==> src/rtl/evt_filter_pkg.sv <==
package evt_filter_pkg;
  localparam int ADDR_W     = 3;
  localparam int DATA_W     = 32;
  localparam int CODE_W     = 8;
  localparam int REQ_W      = 3;
  localparam int DSRC_W     = 5;
  localparam int SCL_W      = 6;
  localparam int CL_W       = 5;
  localparam int SID_W      = SCL_W + CL_W;
  localparam int CHAN_W     = 2;
  localparam int SID_MSK_LSB = 16;
  localparam int DSRC_EN_BIT = 8;
  localparam int CTRL_EN_BIT = 0;
  localparam int CTRL_CLR_BIT = 1;

  localparam logic [CODE_W-1:0] CHAN_CODE_LO = 8'h47;
  localparam logic [CODE_W-1:0] CHAN_CODE_HI = 8'h59;
  localparam logic [REQ_W-1:0]  REQ_ANY      = 3'b000;

  typedef enum logic [ADDR_W-1:0] {
    RA_CTRL    = 3'd0,
    RA_EVSEL   = 3'd1,
    RA_THRMASK = 3'd2,
    RA_REQ     = 3'd3,
    RA_DSRC    = 3'd4,
    RA_CHAN    = 3'd5,
    RA_SID     = 3'd6
  } reg_addr_e;

  typedef struct packed {
    logic [CODE_W-1:0] evsel;
    logic [REQ_W-1:0]  req;
    logic              dsrc_en;
    logic [DSRC_W-1:0] dsrc;
    logic [CHAN_W-1:0] chan;
    logic [SID_W-1:0]  sid_cmd;
    logic [SID_W-1:0]  sid_msk;
  } flt_cfg_t;
endpackage

==> src/rtl/evt_cfg_regs.sv <==
module evt_cfg_regs
  import evt_filter_pkg::*;
#(
  parameter int NUM_THR = 8
) (
  input  logic               clk,
  input  logic               rst,
  input  logic               we,
  input  logic [ADDR_W-1:0]  addr,
  input  logic [DATA_W-1:0]  wdata,
  output flt_cfg_t           cfg,
  output logic [NUM_THR-1:0] thr_mask,
  output logic               en,
  output logic               clr
);
  localparam int TOP_USED = SID_MSK_LSB + SID_W;

  logic unused_wdata;
  assign unused_wdata = ^wdata[DATA_W-1:TOP_USED];

  // clear strobe acts in the cycle of the write
  assign clr = we && (addr == RA_CTRL) && wdata[CTRL_CLR_BIT];

  always_ff @(posedge clk) begin
    if (rst) begin
      cfg      <= '0;
      thr_mask <= '0;
      en       <= 1'b0;
    end else if (we) begin
      case (addr)
        RA_CTRL:    en           <= wdata[CTRL_EN_BIT];
        RA_EVSEL:   cfg.evsel    <= wdata[CODE_W-1:0];
        RA_THRMASK: thr_mask     <= wdata[NUM_THR-1:0];
        RA_REQ:     cfg.req      <= wdata[REQ_W-1:0];
        RA_DSRC: begin
          cfg.dsrc    <= wdata[DSRC_W-1:0];
          cfg.dsrc_en <= wdata[DSRC_EN_BIT];
        end
        RA_CHAN:    cfg.chan     <= wdata[CHAN_W-1:0];
        RA_SID: begin
          cfg.sid_cmd <= wdata[SID_W-1:0];
          cfg.sid_msk <= wdata[SID_MSK_LSB +: SID_W];
        end
        default: ;
      endcase
    end
  end
endmodule

==> src/rtl/evt_filter_match.sv <==
module evt_filter_match
  import evt_filter_pkg::*;
#(
  parameter int NUM_THR = 8,
  parameter int THR_W   = 3
) (
  input  logic               ev_valid,
  input  logic [CODE_W-1:0]  ev_code,
  input  logic [THR_W-1:0]   ev_thread,
  input  logic [REQ_W-1:0]   ev_req,
  input  logic [DSRC_W-1:0]  ev_dsrc,
  input  logic [SID_W-1:0]   ev_sid,
  input  logic               ev_ext,
  input  flt_cfg_t           cfg,
  input  logic [NUM_THR-1:0] thr_mask,
  output logic               hit
);
  logic [NUM_THR-1:0] thr_onehot;
  logic thr_ok, req_ok, ds_ok, ch_ok, sid_ok, in_range;

  generate
    for (genvar i = 0; i < NUM_THR; i++) begin : g_thr_dec
      assign thr_onehot[i] = (ev_thread == THR_W'(i));
    end
  endgenerate

  assign thr_ok   = (thr_mask == '0) || (|(thr_onehot & thr_mask));
  assign req_ok   = (cfg.req == REQ_ANY) || (ev_req == cfg.req);
  assign ds_ok    = !cfg.dsrc_en || (ev_dsrc == cfg.dsrc);
  assign in_range = (ev_code >= CHAN_CODE_LO) && (ev_code <= CHAN_CODE_HI);
  assign sid_ok   = ((ev_sid ^ cfg.sid_cmd) & cfg.sid_msk) == '0;

  always_comb begin
    case (cfg.chan)
      2'b00:   ch_ok = 1'b1;
      2'b10:   ch_ok = !ev_ext;
      default: ch_ok = ev_ext;
    endcase
    if (!in_range) ch_ok = 1'b1;
  end

  assign hit = ev_valid && (ev_code == cfg.evsel) &&
               thr_ok && req_ok && ds_ok && ch_ok && sid_ok;
endmodule

==> src/rtl/evt_count_accum.sv <==
module evt_count_accum #(
  parameter int CNT_W = 48
) (
  input  logic             clk,
  input  logic             rst,
  input  logic             en,
  input  logic             clr,
  input  logic             hit,
  output logic [CNT_W-1:0] cnt
);
  always_ff @(posedge clk) begin
    if (rst || clr)      cnt <= '0;
    else if (en && hit)  cnt <= cnt + 1'b1;
  end
endmodule

==> src/rtl/evt_filter_cnt.sv <==
module evt_filter_cnt
  import evt_filter_pkg::*;
#(
  parameter int NUM_THR = 8,
  parameter int CNT_W   = 48,
  localparam int THR_W  = (NUM_THR > 1) ? $clog2(NUM_THR) : 1
) (
  input  logic               clk,
  input  logic               rst,
  input  logic               ev_valid,
  input  logic [CODE_W-1:0]  ev_code,
  input  logic [THR_W-1:0]   ev_thread,
  input  logic [REQ_W-1:0]   ev_req,
  input  logic [DSRC_W-1:0]  ev_dsrc,
  input  logic [SID_W-1:0]   ev_sid,
  input  logic               ev_ext,
  input  logic               cfg_we,
  input  logic [ADDR_W-1:0]  cfg_addr,
  input  logic [DATA_W-1:0]  cfg_wdata,
  output logic [CNT_W-1:0]   cnt
);
  flt_cfg_t           cfg;
  logic [NUM_THR-1:0] thr_mask;
  logic               ctl_en, ctl_clr, hit;

  evt_cfg_regs #(.NUM_THR(NUM_THR)) regs_i (
    .clk(clk), .rst(rst), .we(cfg_we), .addr(cfg_addr), .wdata(cfg_wdata),
    .cfg(cfg), .thr_mask(thr_mask), .en(ctl_en), .clr(ctl_clr)
  );

  evt_filter_match #(.NUM_THR(NUM_THR), .THR_W(THR_W)) match_i (
    .ev_valid(ev_valid), .ev_code(ev_code), .ev_thread(ev_thread),
    .ev_req(ev_req), .ev_dsrc(ev_dsrc), .ev_sid(ev_sid), .ev_ext(ev_ext),
    .cfg(cfg), .thr_mask(thr_mask), .hit(hit)
  );

  evt_count_accum #(.CNT_W(CNT_W)) accum_i (
    .clk(clk), .rst(rst), .en(ctl_en), .clr(ctl_clr), .hit(hit), .cnt(cnt)
  );
endmodule

==> config.mk <==
export PLATFORM = sky130hd
export DESIGN_NAME = evt_filter_cnt
export DESIGN_NICKNAME = d
export VERILOG_FILES = /design/src/rtl/evt_filter_pkg.sv /design/src/rtl/evt_cfg_regs.sv /design/src/rtl/evt_filter_match.sv /design/src/rtl/evt_count_accum.sv /design/src/rtl/evt_filter_cnt.sv
export SDC_FILE = /design/constraint.sdc
export NUM_CORES = 1
export LEC_CHECK = 0
export CORE_AREA = 2 2 139 114
export CTS_BUF_LIST = sky130_fd_sc_hd__clkbuf_8
export DETAILED_ROUTE_END_ITERATION = 7
export DIE_AREA = 0 0 141 116
export DONT_BUFFER_PORTS = 1
export GPL_ROUTABILITY_DRIVEN = 0
export HOLD_SLACK_MARGIN = 0.15
export PLACE_DENSITY = 0.61
export SLEW_MARGIN = 20
export SYNTH_ARGS = -nofsm -noshare
export SYNTH_HDL_FRONTEND = slang
export SYNTH_SLANG_ARGS = --single-unit
==> constraint.sdc <==
create_clock -name clk -period 2.16 [get_ports clk]
set_input_delay 0.324 -clock clk [delete_from_list [all_inputs] [get_ports clk]]
set_output_delay 0.324 -clock clk [all_outputs]
set_load 0.05 [all_outputs]
Yosys cells after proc, flatten, opt, wreduce, memory -nomap -nowiden
Cells that the tools add are included.

Word-level logic and storage cells: 65. Output and inout port bits: 48. Input bits: 70. Bits in registers: 98.

Reduce and logical (&&, ||, !) cells: 30. Order comparisons: 2. Equality and inequality tests: 17. Bitwise logic cells: 3. $add $sub $neg: 1. Mux-type cells: 2.

Operators with widths (number): $add A48 B1 Y48 const B (1); $eq A3 B3 Y1 const B (7); $reduce_and A2 Y1 (7); $eq A3 B2 Y1 const B (4); $and A11 B11 Y11 (1); $logic_not A11 Y1 (1); $xor A11 B11 Y11 (1); $logic_and A1 B1 Y1 (10); $logic_not A3 Y1 (3); $and A8 B8 Y8 (1); $eq A8 B8 Y1 (1); $ge A8 B7 Y1 const B (1); $le A8 B7 Y1 const B (1); $logic_not A8 Y1 (1); $reduce_or A8 Y1 (1); $eq A3 B1 Y1 const B (2); $eq A5 B5 Y1 (1); $logic_or A1 B1 Y1 (4); $eq A3 B3 Y1 (1); $eq A2 B2 Y1 const B (1); $logic_not A1 Y1 (2); $logic_not A2 Y1 (1); $pmux W1 S2 (1); $mux W1 (1).

Longest topological paths before layout
Depth after elaboration: 10. Mapped depth: 8. Depth with buffers taken out: 6.

By module
Synthesis repeated with hierarchy kept, for this count alone.

Cells, all modules: 529. Area total of the unflattened synthesis: 4956.0 sq um.

Modules (own cells, without submodules): evt_count_accum (instances 1, cells an instance 267, area each 2278.4 sq um, sequential area each 960.9 sq um); evt_cfg_regs (instances 1, cells an instance 194, area each 2125.8 sq um, sequential area each 1001.0 sq um); evt_filter_match (instances 1, cells an instance 68, area each 551.8 sq um, sequential area each 0.0 sq um).

Worst setup path before layout
No wires, ideal clock.

Kind: reg2reg. Start point: reg accum_i.cnt[16]. End point: reg accum_i.cnt[44]. Cell stages (with the launch flop): 6. Library setup time: 0.119 ns. Data required time: 2.041 ns. Buffers on the path: 0. Arrival: 2.414 ns. Slack: -0.373 ns. Period minus slack after synthesis: 2.533 ns. Cells stage by stage: dfxtp_1 > nand4_1 > nor4_4 > or3b_4 > or4_1 > mux2i_1.

Cells in the longest elaborated chain, start to end: 1.

Ends and longest elaborated chain: start, declared (RTL line evt_count_accum.sv:9) `output logic [CNT_W-1:0] cnt`; start signal, assigned (RTL line evt_count_accum.sv:13) `else if (en && hit) cnt <= cnt + 1'b1;`; $add A48 B1 Y48 (RTL line evt_count_accum.sv:13).

Every way passes these cells. A chain may end at the register's enable or synchronous reset.

Worst setup path after layout
Start point: reg regs_i.thr_mask[6]. End point: reg accum_i.cnt[22].

Cells in the longest elaborated chain, start to end: 9. Elaborated cells between the ends (all ways): 10. Classes of those cells: bitwise: 1; reduce/logical: 9.

Ends and longest elaborated chain: start, declared (RTL line evt_cfg_regs.sv:12) `output logic [NUM_THR-1:0] thr_mask,`; start signal, assigned (RTL line evt_cfg_regs.sv:33) `RA_THRMASK: thr_mask <= wdata[NUM_THR-1:0];`; $and A8 B8 Y8 (RTL line evt_filter_match.sv:27) `assign thr_ok = (thr_mask == '0) || (|(thr_onehot & thr_mask));`; $reduce_or A8 Y1 (RTL line evt_filter_match.sv:27); $logic_or A1 B1 Y1 * (RTL line evt_filter_match.sv:27); $logic_and A1 B1 Y1 * (RTL line evt_filter_match.sv:42) `assign hit = ev_valid && (ev_code == cfg.evsel) &&`; $logic_and A1 B1 Y1 * (4 in a row) (RTL line evt_filter_match.sv:43) `thr_ok && req_ok && ds_ok && ch_ok && sid_ok;`; $logic_and A1 B1 Y1 * (RTL line evt_count_accum.sv:13).

Every way passes the cells marked *; elsewhere a longest branch is shown, timed or not.

==> flow_summary.yaml <==
layout:
  post-route-util_pct: 49.1
  multi_input_area_um2: 3550
  drive_gt1_share_pct: 30.0
  seq_area_um2: 2060
  area_delta_synth_final_pct: 42.6
  fillers: 1338
  final_cells: 913
  final_nets: 790
  diodes: 0
setup_path:
  timing.critical_path.from: "regs_i.thr_mask[6]$_SDFFE_PP0P_"
  crit_required_ns: 2.48
  worstSetupEndpointType: "flip-flop"
  slowest_delay_ns: 0.60
  crit_arrival_ns: 2.68
  reg2reg_from: "regs_i.thr_mask[6]$_SDFFE_PP0P_"
  crit_type: "reg2reg"
  cp_cell_sequence: "mux2i_1 > mux4_2 > a2111o_2 > buf_12 > buf_16 > buf_12 > nor4_4 > mux2i_1"
  r2r_slack_ns: -0.21
  critPathSlowestCell: "a2111o_2"
  critPathMaxFanout: 5
  startpoint_type: "flip-flop"
  r2r_cells: 8
  crit-reg2reg-capture: "accum_i.cnt[22]$_SDFFE_PP0P_"
clock_network:
  numCtsBuffers: 9
  cts_max_path_buffers: 2
  tritoncts: "yes"
  h-tree-depth: 3
  clkSlewWorstSetupHoldPaths_ns: 0.11
  cts_sinks: 98
  cts-root-buf: "clkbuf_8"
  worstSkewPairLatency_ns: 0.39
die:
  die_area_um2: 16400
  die-height_um: 116
  core_um2: 14900
  io_pins: 118
  die_x_um: 141
  rows: 40
  initial_core_util_pct: 34.4
global_routing:
  grt_util_all_layers_pct: 19.0
  grt_pass1_wl_um: 24500
  grt_max_degree: 53
  grt_pass1_vias: 4768
  grt-ovfl-total: 0
  antenna_found_initial: 0
route:
  avgViaCountPerCell: 5.26
  drtAntennaViolNets: 0
  initialDrtViolationCount: 334
  wire_per_inst_um: 16.7
  firstDrtPassIters: 4
  drc_errors: 0
  drt-total-wl_um: 15200
  via_count: 4800
worst_hold_path:
  hold_depth: 3
  worstHoldStart: "cfg_wdata[1]"
  hp-class: "in2reg"
  holdPathEnd: "accum_i.cnt[40]$_SDFFE_PP0P_"
synth:
  synth_edf_count: 0
  netlist_area_um2: 5120
  syn_inst: 614
  synthArstFlopShare_pct: 0
  yosysUniqueCellTypes: 48
  seq_area_frac_synth_pct: 38.3
  synth_warnings: 0
  synth_ff_type: "dfxtp_1"
  syn_nets: 685
  postSynthAreaPerCell_um2: 8.34
  ys_ff_latch: 98
placement:
  port_buffers: 0
  dp_hpwl_um: 10500
  dp_cells: 859
timing:
  clock_skew_ns: 0.0211
  worst_slew_pin_slew_ns: 0.527
  rsz0062_at_grt: "true"
  setup_violations: 47
  maxSlewViolCount: 0
  hold_ws_ns: 0.176
  hold_viol_final: 0
  fin_ws_ns: -0.207
  finalCritPeriodShare_pct: 110
  max_freq_mhz: 422
  slew_headroom_pct: 64.8
  period_minus_slack_ns: 2.37
  setup_tns_ns: -5.08
pwr:
  ir_worst_vdd_uv: 294
  power_leakage_nw: 3.23
  power.total_mw: 3.41
  power_density_nw_per_um2: 466
run_status:
  status: "complete, but fails checks"
  violations: "setup timing"
run:
  cap_violations: 0
[cell type report]
cell class                 instances  area share (%)
clock buffer                      10            1.88
sequential                        98            28.2
inverter                           8           0.411
clock inverter                     6            1.05
multi-input combinational        476            48.6
timing repair buffer             126            16.6
tap                              189            3.24
[cell families after synthesis]
kind of cell	after synthesis	synth area share, %
AOI/OAI and AO/OA	49	5.69
adders and majority gates	1	0.244
and+or+nand+nor	329	33.8
DFF	98	38.3
muxes	73	14.5
xor gates and xnor gates	24	4.11
buffers and inverters	40	3.30
[worst max-delay path: cells and delay by family, from the launching register on]
kind	cells	cell delay (ns)
AO/OA/AOI/OAI	1	0.60
buffers and inverters	3	0.44
flip-flops	1	0.35
multiplexers	3	0.75
AND/OR/NAND/NOR	1	0.14
[cell usage after synthesis (2+ instances only)]
cell type / instances / area, µm²
nand2_1: 135 / 507
dfxtp_1: 98 / 1960
mux2i_1: 71 / 711
nand2b_1: 44 / 275
a21oi_1: 32 / 160
nor2_1: 32 / 120
nor3_1: 23 / 115
nand3_1: 21 / 105
clkbuf_1: 19 / 71.3
nor4_1: 17 / 106
xor2_1: 17 / 149
nand4_1: 13 / 81.3
inv_1: 8 / 30.0
xnor2_1: 7 / 61.3
and4_1: 6 / 52.6
buf_2: 6 / 30.0
a22oi_1: 5 / 37.5
buf_1: 5 / 18.8
nor4_2: 5 / 62.6
and3_1: 4 / 25.0
nor4_4: 4 / 85.1
nor4b_1: 4 / 35.0
or3_1: 4 / 25.0
or4_1: 4 / 30.0
and2_1: 3 / 18.8
nor2b_1: 2 / 12.5
nor3_2: 2 / 20.0
nor3b_1: 2 / 15.0
o21ai_0: 2 / 10.0
[registers in the layout, summed over array words and instances, names as in the netlist]
| signal | cells |
|---|---|
| accum_i.cnt | 48 |
| regs_i.cfg | 41 |
| regs_i.thr_mask | 8 |
| regs_i.en | 1 |
[routing by layer]
metal  up-vias  share of wire (%)  track usage [%]
met5         -                  0                0
met4         0                1.6             6.40
met3        18                8.8             6.53
met2       124                 47             30.2
met1      2304                 42             24.2
li1       2354                  -                -
[worst max-delay path by stage]
| stage | endpoint | cells past startpoint |
|---|---|---|
| after floorplan | accum_i.cnt[44]$_SDFFE_PP0P_ | 5 |
| after global placement | accum_i.cnt[13]$_SDFFE_PP0P_ | 8 |
| after detailed placement | accum_i.cnt[5]$_SDFFE_PP0P_ | 7 |
| after CTS | accum_i.cnt[24]$_SDFFE_PP0P_ | 7 |
| after global routing | accum_i.cnt[22]$_SDFFE_PP0P_ | 8 |
| final | accum_i.cnt[22]$_SDFFE_PP0P_ | 8 |
[placed cells by master (no fill, tap or decap), types with 5 or more instances in the layout]
master,synthesis,final
and4_1,6,6
buf_12,0,10
nand3_1,21,21
nand2b_1,44,44
dlygate4sd3_1,0,23
nor4_1,17,5
dfxtp_1,98,58
a22oi_1,5,5
dfxtp_2,0,21
mux2i_1,71,71
buf_6,1,8
nand2_1,135,134
nor2_1,32,31
nor3_4,0,21
dfxtp_4,0,19
inv_1,8,8
clkbuf_8,0,10
buf_4,1,81
nor4_4,4,21
xnor2_1,7,7
xor2_1,17,17
a21oi_1,32,31
nand4_1,13,13
[where the power goes]
| part | internal [mW] | switching, mW | total, mW |
|---|---|---|---|
| registers | 1.80 | 0.0133 | 1.81 |
| clock network | 0.592 | 0.717 | 1.31 |
| logic | 0.131 | 0.152 | 0.283 |
[stage by stage]
step / setup WS [ns] / cell area (µm²)
2_1_floorplan: -0.0567 / 5340
3_3_place_gp: -0.131 / 6130
3_5_place_dp: -0.223 / 6130
4_1_cts: -0.224 / 7200
5_1_grt: -0.319 / 7300
6_report: -0.207 / 7300
[timing repair]
action / CTS / global route
setup endpoints to repair: 43 / 48
hold buffers: 24 / 0
cloned: 3 / 0
resized for setup: 79 / 12
buffers inserted: 5 / 7
hold endpoints to repair: 51 / 0
pin swaps: 27 / 7
No activity file was read; power rests on OpenSTA's default activity.
